<file path="src/rtl/accsh_pkg.sv">
package accsh_pkg;

    localparam int ACC_W_DEF  = 40;
    localparam int SAT_W_DEF  = 32;
    localparam int MAX_SH_DEF = 8;
    localparam int CNT_W_DEF  = 4;

    typedef enum logic {
        DIR_RIGHT = 1'b0,
        DIR_LEFT  = 1'b1
    } shift_dir_e;

    typedef struct packed {
        logic ext;
        logic ovf;
        logic lim;
    } flag_upd_t;

endpackage

</file>
<file path="src/rtl/accsh_count_limit.sv">
module accsh_count_limit #(
    parameter int CNT_W  = 4,
    parameter int MAX_SH = 8,
    parameter int AMT_W  = $clog2(MAX_SH + 1)
) (
    input  logic [CNT_W-1:0] cnt_raw,
    output logic [AMT_W-1:0] amt
);

    localparam int SUM_W = (CNT_W > AMT_W) ? CNT_W : AMT_W;

    logic [SUM_W-1:0] cnt_wide;
    logic [SUM_W-1:0] lim_wide;

    always_comb begin
        cnt_wide = SUM_W'(cnt_raw);
        lim_wide = SUM_W'(MAX_SH);
        if (cnt_wide > lim_wide) begin
            amt = AMT_W'(MAX_SH);
        end else begin
            amt = AMT_W'(cnt_wide);
        end
    end

endmodule

</file>
<file path="src/rtl/accsh_range.sv">
module accsh_range #(
    parameter int ACC_W = 40,
    parameter int SAT_W = 32
) (
    input  logic [ACC_W-1:0] val,
    output logic             fits
);

    localparam int TOP_N = ACC_W - SAT_W + 1;

    logic [TOP_N-1:0] top_bits;

    always_comb begin
        top_bits = val[ACC_W-1:SAT_W-1];
        fits     = (top_bits == '0) || (top_bits == '1);
    end

endmodule

</file>
<file path="src/rtl/accsh_left.sv">
module accsh_left #(
    parameter int ACC_W  = 40,
    parameter int MAX_SH = 8,
    parameter int AMT_W  = $clog2(MAX_SH + 1)
) (
    input  logic [ACC_W-1:0] val,
    input  logic [AMT_W-1:0] amt,
    output logic [ACC_W-1:0] shifted,
    output logic             ovf
);

    logic [MAX_SH:0] ovf_by_amt;

    assign ovf_by_amt[0] = 1'b0;

    for (genvar k = 1; k <= MAX_SH; k++) begin : g_ovf
        logic [k:0] window;
        assign window        = val[ACC_W-1 -: k+1];
        assign ovf_by_amt[k] = |(window ^ {(k+1){val[ACC_W-1]}});
    end

    always_comb begin
        shifted = val << amt;
        ovf     = 1'b0;
        for (int k = 1; k <= MAX_SH; k++) begin
            if (amt == AMT_W'(k)) begin
                ovf = ovf_by_amt[k];
            end
        end
    end

endmodule

</file>
<file path="src/rtl/accsh_top.sv">
module accsh_top
    import accsh_pkg::*;
#(
    parameter int ACC_W  = ACC_W_DEF,
    parameter int SAT_W  = SAT_W_DEF,
    parameter int MAX_SH = MAX_SH_DEF,
    parameter int CNT_W  = CNT_W_DEF
) (
    input  logic             clk,
    input  logic             rst_n,
    input  logic [ACC_W-1:0] acc_in,
    input  logic             shl_sel,
    input  logic [CNT_W-1:0] shift_cnt,
    input  logic             sat_en,
    output logic [ACC_W-1:0] acc_out,
    output logic             ext_upd,
    output logic             ovf_upd,
    output logic             lim_upd
);

    localparam int AMT_W = $clog2(MAX_SH + 1);
    localparam int HI_N  = ACC_W - SAT_W + 1;
    localparam logic [ACC_W-1:0] SAT_POS = {{HI_N{1'b0}}, {(SAT_W-1){1'b1}}};
    localparam logic [ACC_W-1:0] SAT_NEG = {{HI_N{1'b1}}, {(SAT_W-1){1'b0}}};

    typedef struct packed {
        logic [ACC_W-1:0] val;
        flag_upd_t        fl;
    } stage_t;

    stage_t st_d, st_q;

    logic [AMT_W-1:0] amt;
    logic [ACC_W-1:0] left_val;
    logic             left_ovf;
    logic             left_fits;
    logic             out_fits;
    shift_dir_e       dir;

    assign dir = shift_dir_e'(shl_sel);

    accsh_count_limit #(.CNT_W(CNT_W), .MAX_SH(MAX_SH), .AMT_W(AMT_W)) u_cnt (
        .cnt_raw (shift_cnt),
        .amt     (amt)
    );

    accsh_left #(.ACC_W(ACC_W), .MAX_SH(MAX_SH), .AMT_W(AMT_W)) u_left (
        .val     (acc_in),
        .amt     (amt),
        .shifted (left_val),
        .ovf     (left_ovf)
    );

    accsh_range #(.ACC_W(ACC_W), .SAT_W(SAT_W)) u_left_rng (
        .val  (left_val),
        .fits (left_fits)
    );

    accsh_range #(.ACC_W(ACC_W), .SAT_W(SAT_W)) u_out_rng (
        .val  (st_d.val),
        .fits (out_fits)
    );

    always_comb begin
        st_d        = '0;
        st_d.val    = acc_in;
        if (amt != '0) begin
            if (dir == DIR_RIGHT) begin
                st_d.val = ACC_W'($signed(acc_in) >>> amt);
            end else begin
                st_d.val    = left_val;
                st_d.fl.ovf = left_ovf;
                if (sat_en && (left_ovf || !left_fits)) begin
                    st_d.val    = acc_in[ACC_W-1] ? SAT_NEG : SAT_POS;
                    st_d.fl.lim = 1'b1;
                end
            end
        end
        st_d.fl.ext = !out_fits;
    end

    always_ff @(posedge clk) begin
        if (!rst_n) begin
            st_q <= '0;
        end else begin
            st_q <= st_d;
        end
    end

    assign acc_out = st_q.val;
    assign ext_upd = st_q.fl.ext;
    assign ovf_upd = st_q.fl.ovf;
    assign lim_upd = st_q.fl.lim;


    no_shift_pass_chk: assert property (@(posedge clk) disable iff (!rst_n)
        (shift_cnt == '0) |=> (acc_out == $past(acc_in)) && !ovf_upd && !lim_upd);


    right_quiet_chk: assert property (@(posedge clk) disable iff (!rst_n)
        (shl_sel == 1'b0) |=> !ovf_upd && !lim_upd);


    no_sat_no_lim_chk: assert property (@(posedge clk) disable iff (!rst_n)
        (sat_en == 1'b0) |=> !lim_upd);


    clamp_value_chk: assert property (@(posedge clk) disable iff (!rst_n)
        lim_upd |-> ((acc_out == SAT_POS) || (acc_out == SAT_NEG)) && !ext_upd);


    clamp_sign_chk: assert property (@(posedge clk) disable iff (!rst_n)
        (shl_sel && sat_en && (shift_cnt != '0) && acc_in[ACC_W-1] && !acc_in[ACC_W-2])
            |=> lim_upd && (acc_out == SAT_NEG));


    reset_clear_chk: assert property (@(posedge clk)
        !rst_n |=> (acc_out == '0) && !ext_upd && !ovf_upd && !lim_upd);

endmodule

</file>
<file path="config.mk">
export PLATFORM = sky130hd
export DESIGN_NAME = accsh_top
export DESIGN_NICKNAME = d
export VERILOG_FILES = /design/src/rtl/accsh_pkg.sv /design/src/rtl/accsh_count_limit.sv /design/src/rtl/accsh_range.sv /design/src/rtl/accsh_left.sv /design/src/rtl/accsh_top.sv
export SDC_FILE = /design/constraint.sdc
export NUM_CORES = 1
export LEC_CHECK = 0
export BUFFER_PORTS_ARGS = -buffer_cell sky130_fd_sc_hd__clkbuf_2
export CAP_MARGIN = 20
export CORE_MARGIN = 2
export CORE_UTILIZATION = 40
export DETAILED_ROUTE_END_ITERATION = 8
export PLACE_DENSITY = 0.64
export SYNTH_ARGS = -nofsm -noshare
export SYNTH_HDL_FRONTEND = slang
export SYNTH_SLANG_ARGS = --single-unit
</file>
<file path="constraint.sdc">
create_clock -name clk -period 3.3 [get_ports clk]
set_input_delay 0 -clock clk [delete_from_list [all_inputs] [get_ports clk]]
set_output_delay 0 -clock clk [all_outputs]
set_load 0.02 [all_outputs]
</file>
==> results.md, run 1 <==
* Req. time, crit path at 3.46 ns
* Total power at 2.08 mW
* Slew @ Worst Pin at 0.677 ns
* CTS root buf: clkbuf_16
* Core ar. at 14,400 um^2
* Startpoint types: input pin
* Area of the multi-input gates at 4510 um^2
* Post-Syn Area at 5810 um^2
* Wire length per cell at 20.1 um
* Slew Limit Fails at 0
* Setup slack after layout at 0.426 ns
* Synth top area cells: mux2i_1, dfxtp_1, o21ai_0
* # diodes at 0
* Largest net degree at the start of global routing at 86
* Row count at 44
* Reg clk slew, reported paths at 0.05 ns
* Fin. Hold Viols at 0
* Total wire length at 21.9 mm
* CTS tree: yes
* Worst VDD drop at 0.181 mV
* Initial DRC Count at 904
* Post-layout nets at 954
* Post-synthesis cell type count at 83
* DR DRC count at 0
* Vias per cell at 6.30
* Synthesized instance count at 860
* Clock Sink Count at 43
* Die Ht at 124 um
* Syn Nets at 908
* Async SR Flop Fraction at 0%
* Yosys warns at 0
* Layout cells sized above 1 at 20.1%
* CP cell instances: clkbuf_2 -> buf_4 -> or2b_2 -> nor3_1 -> or4_4 -> nor4_1 -> nand4_1 -> o31ai_4 -> buf_4 -> o31ai_2 -> o31ai_2 -> nand4_1 -> o41ai_1 -> a21oi_1
* Crit. End Element: register
* Congestion Overflow GR at 0
* Post-synth top area cell: mux2i_1
* Status: finished, final reports clean
* Final Cycle Share at 87.1%
* Worst slack, placed at 0.170 ns
* Post-synth EDFFs at 0
* Post-DP Area at 6490 um^2
* CTS Buf Count at 5
* Sequential fraction of the synthesis area at 14.8%
* Placer Congestion at 0.996
* Final TNS setup at 0 ns
* Gr usage total at 27.8%
* Htree depth at 2
* Synth Register Bits at 43
* Crit Path Category: in2reg
* Fill cells at 1,476
* RSZ-0062 raised after global routing: false
* Leak pwr at 2.86 nW
* First-pass GRT wire length at 35.4 mm
* Yosys top cell area share at 15.3%
* Fin crit period at 2.87 ns
* Initial antenna violation count at 0
* Initial core utilization at 40.4%
* Post-CTS Setup Bufs at 0
* Syn avg cell area at 6.75 um^2
* Post_cts resized at 0
* MaxCap Viol Count at 0
* DRT antenna net count at 0
* PortBufs at 90
* Setup-failing EPs final at 0
* Largest driver fanout on the critical path at 7
* Top FF cell, synth: dfxtp_1
* Area delta synth->final at 14.5%
* Design area at 6650 um^2
* Worst hold slack at 0.0485 ns
* Die footprint at 15,500 um^2
* Hold-fix buffers, CTS at 0
* Reg area at 861 um^2
* Worst stage delay on the critical path at 0.52 ns
* Arrival time worst endpoint at 3.03 ns
* Max Buffers Root-to-Sink at 2
* Max frequency at 0.348 GHz
* Type of the most critical hold path: in2reg
* Pre-antenna DRT Iters at 5
* Vias at 6,862
* Horiz. Die Dim at 124 um
* HPWL Detailed at 16.4 mm
* Io pins at 91
* Critical path's slowest cell: or4_4
* Relative slew margins at 54.9%
* Most common cell in the synthesized netlist: o21ai_0
* Number of global-route vias before repair at 6,266
* Power density cells at 313 nW/um^2
* Post-synth top cells: o21ai_0, nor2_1, mux2i_1
==> metrics by stage <==
stage / util, % / cells
final: 46.2 / 1090
after global routing: 46.2 / 1090
after CTS: 46.2 / 1090
after detailed placement: 45.1 / 1083
after global placement: 45.1 / 1083
after floorplan: - / 860
==> cell usage in the layout, fill, tap and decap left out, drive strengths merged, types with 3 or more instances in the layout <==
| cell | synthesis | routed |
|---|---|---|
| o21ai | 123 | 123 |
| nor2 | 115 | 115 |
| clkbuf | 57 | 96 |
| mux2i | 90 | 90 |
| nand2 | 71 | 71 |
| a21oi | 55 | 55 |
| buf | 41 | 47 |
| dfxtp | 43 | 43 |
| nand2b | 26 | 26 |
| a211oi | 20 | 20 |
| a31oi | 17 | 17 |
| nor3 | 16 | 16 |
| nand3 | 13 | 13 |
| o211ai | 12 | 12 |
| inv | 10 | 10 |
| and2 | 10 | 10 |
| o22ai | 10 | 10 |
| mux2 | 9 | 9 |
| mux4 | 7 | 7 |
| nor2b | 7 | 7 |
| a221oi | 6 | 6 |
| a22oi | 6 | 6 |
| a21boi | 6 | 6 |
| or2 | 6 | 6 |
| nor3b | 6 | 6 |
| o31ai | 6 | 6 |
| nor4 | 5 | 5 |
| and3 | 5 | 5 |
| or3 | 4 | 4 |
| a211o | 4 | 4 |
| o31a | 4 | 4 |
| a32oi | 3 | 3 |
| nand4 | 3 | 3 |
| a311oi | 3 | 3 |
| or4 | 3 | 3 |
==> metal layers <==
metal	global-route usage, %	part of all wire (%)	routed length [um]
met1	42.0	45	9900
met2	39.8	42	9190
met3	4.34	10	2280
met4	8.86	2.6	570
met5	0	0	0
==> flip-flops by register name, indices dropped and copies added (netlist names) <==
name	count
ovf_upd	1
acc_out	40
ext_upd	1
lim_upd	1
==> critical path: cells and delay by family <==
family	cells	cell delay [ns]
buffers and inverters	3	0.54
AND/OR/NAND/NOR	6	1.49
AO/OA/AOI/OAI	5	1.01
==> report_power, final <==
group,internal (mW),total (mW),switching [mW]
Clock,0.352,0.523,0.171
Sequential,0.565,0.577,0.0115
Combinational,0.362,0.981,0.619
==> cell type report <==
type                            count  area share (%)
Sequential cell                    43            13.0
Tap cell                          184            3.46
Clock inverter                      1           0.452
Multi-Input combinational cell    708            67.9
Timing Repair Buffer              137            12.7
Inverter                           11           0.621
Clock buffer                        6            1.94
==> final timing paths <==
path  cells after the start               endpoint  slack, ns         start
min                       3  acc_out[1]$_SDFF_PN0_       0.05     acc_in[1]
max                      14     ext_upd$_SDFF_PN0_       0.43  shift_cnt[0]
==> kinds of logic (layout without fill, tap and decap cells) <==
family	Yosys count	count (layout)	share of synthesized area (%)
XOR/XNOR	3	3	0.453
adder cells (fa/ha/maj)	1	1	0.172
multiplexers	106	106	20.3
AND/OR/NAND/NOR	297	297	24.2
flip-flops	43	43	14.8
buffers and inverters	109	155	7.76
AO/OA/AOI/OAI	301	301	32.3
No activity file was read; power rests on OpenSTA's default activity.
==> inputs of run 2 (changes only) <==
--- a/config.mk
+++ b/config.mk
@@ -10,6 +10,7 @@
 export CORE_MARGIN = 2
 export CORE_UTILIZATION = 40
 export DETAILED_ROUTE_END_ITERATION = 8
+export HOLD_SLACK_MARGIN = 0.06
 export PLACE_DENSITY = 0.64
 export SYNTH_ARGS = -nofsm -noshare
 export SYNTH_HDL_FRONTEND = slang
==> results.md, run 2 (synthesis gave the netlist of run 1 again) <==
* Post-layout nets at 955 (+0.10%)
* CTS Buf Count at 5 (unchanged)
* Gr usage total at 27.8% (about the same)
* Req. time, crit path at 3.46 ns (about the same)
* Wire length per cell at 20.2 um (+0.16%)
* Post-CTS Setup Bufs at 0 (unchanged)
* Fin crit period at 2.87 ns (-0.000572 ns)
* Commonest non-fill, non-tap cell in the layout: o21ai_0
* Final Core Density at 46.3% (+0.070 points)
* RSZ-0062 raised after global routing: false
* Cell family with most CP delay: compound AO/OA/AOI/OAI gates
* Layout cells sized above 1 at 20.1% (-0.022 points)
* Critical path destination: ext_upd$_SDFF_PN0_
* Fin. Hold Viols at 0 (unchanged)
* Crit Path Category: in2reg
* Most frequent cells in the layout: o21ai_0, nor2_1, clkbuf_2
* Type of the most critical hold path: in2reg
* CP cell instances: clkbuf_2 -> buf_4 -> or2_2 -> o22a_1 -> a32oi_1 -> nor3b_1 -> nand4_1 -> o31ai_4 -> buf_4 -> o31ai_2 -> o31ai_2 -> nand4_1 -> o41ai_1 -> a21oi_1
* Hold-fix buffers, CTS at 1 (+1)
* # diodes at 0 (unchanged)
* Placer Congestion at 0.996 (unchanged)
* CTS root buf: clkbuf_16
* Largest driver fanout on the critical path at 20 (+13)
* Max frequency at 0.348 GHz (about the same)
* Initial antenna violation count at 0 (unchanged)
* Clock Sink Count at 43 (unchanged)
* Relative slew margins at 54.6% (-0.32 points)
* Largest net degree at the start of global routing at 86 (unchanged)
* CP Launch Point: shift_cnt[1]
* HPWL Detailed at 16.4 mm (unchanged)
* Htree depth at 2 (unchanged)
* Startpoint types: input pin
* Io pins at 91 (unchanged)
* Pre-antenna DRT Iters at 8 (+3)
* Initial core utilization at 40.4% (unchanged)
* Post_cts resized at 0 (unchanged)
* Die Ht at 124 um (unchanged)
* Arrival time worst endpoint at 3.03 ns (about the same)
* Crit. End Element: register
* First-pass GRT wire length at 35.4 mm (about the same)
* Total wire length at 22.0 mm (+0.26%)
* Design area at 6660 um^2 (+0.15%)
* Reg clk slew, reported paths at 0.05 ns (about the same)
* Slew Limit Fails at 0 (unchanged)
* PortBufs at 90 (unchanged)
* Post-DP Area at 6490 um^2 (unchanged)
* Horiz. Die Dim at 124 um (unchanged)
* Number of global-route vias before repair at 6,269 (+0.048%)
* Status: finished, final reports clean
* Setup-failing EPs final at 0 (unchanged)
* Worst stage delay on the critical path at 0.33 ns (-0.19 ns)
* Die footprint at 15,500 um^2 (unchanged)
* Worst VDD drop at 0.181 mV (+0.17%)
* DRT antenna net count at 0 (unchanged)
* Critical path's slowest cell: or2_2
* Congestion Overflow GR at 0 (unchanged)
* Final Cycle Share at 87.1% (about the same)
* Vias per cell at 6.28 (-0.27%)
* Final TNS setup at 0 ns (unchanged)
* Row count at 44 (unchanged)
* Area delta synth->final at 14.6%
* Initial DRC Count at 971 (+7.4%)
* Vias at 6,850 (-0.17%)
* MaxCap Viol Count at 0 (unchanged)
* Core ar. at 14,400 um^2 (unchanged)
* Power density cells at 313 nW/um^2 (about the same)
* WP buf/inv at 3 (unchanged)
* DR DRC count at 0 (unchanged)
* CTS tree: yes
* Max Buffers Root-to-Sink at 2 (unchanged)
* WP depth at 14 (unchanged)
* Leak pwr at 2.87 nW (+0.15%)
* Slew @ Worst Pin at 0.682 ns (+0.00482 ns)
* Max reg flops at 40 (unchanged)
==> run 2: cell count changes in the layout (fill, tap and decap cells not counted), sizes merged <==
| cell | previous run | this run |
|---|---|---|
| dlygate4sd3 | 0 | 1 |
==> run 2: where the power goes <==
part	switching [mW]	total [mW]	internal [mW]	leakage, nW
registers	0.0114	0.577	0.565	0.358
logic	0.619	0.982	0.363	2.43
clock network	0.172	0.524	0.352	0.0769
==> run 2: final cells by class <==
cell class                      count  area, um^2
Fill cell                        1475        7710
Multi-Input combinational cell    708        4510
Sequential cell                    43         861
Timing Repair Buffer              138         851
Tap cell                          184         230
Clock buffer                        6         129
Inverter                           11        41.3
Clock inverter                      1        30.0
==> run 2: worst min-delay path by stage <==
| stage | start | to | cells past startpoint |
|---|---|---|---|
| floorplan | acc_in[3] | acc_out[3]$_SDFF_PN0_ | 2 |
| global placement | acc_in[1] | acc_out[1]$_SDFF_PN0_ | 3 |
| detailed placement | acc_in[1] | acc_out[1]$_SDFF_PN0_ | 3 |
| CTS | acc_in[0] | acc_out[0]$_SDFF_PN0_ | 3 |
| global route | acc_in[7] | acc_out[7]$_SDFF_PN0_ | 3 |
| finish | acc_in[0] | acc_out[0]$_SDFF_PN0_ | 3 |
==> run 2: per-layer routing <==
layer,wire length [um],GRT usage [%],up-vias,share of wire (%)
met2,9290,39.8,412,42
li1,-,-,3243,-
met4,546,8.86,0,2.5
met3,2260,4.38,37,10
met5,0,0,-,0
met1,9900,42.0,3158,45
==> run 2: per-stage QoR <==
step	power [mW]	hold slack (ns)	setup slack, ns	std cells
2_1_floorplan	1.24	0.136	0.589	860
3_3_place_gp	1.54	0.333	0.222	1083
3_5_place_dp	1.54	0.328	0.170	1083
4_1_cts	2.08	0.0668	0.460	1091
5_1_grt	2.21	0.0981	0.154	1091
6_report	2.08	0.0686	0.426	1091
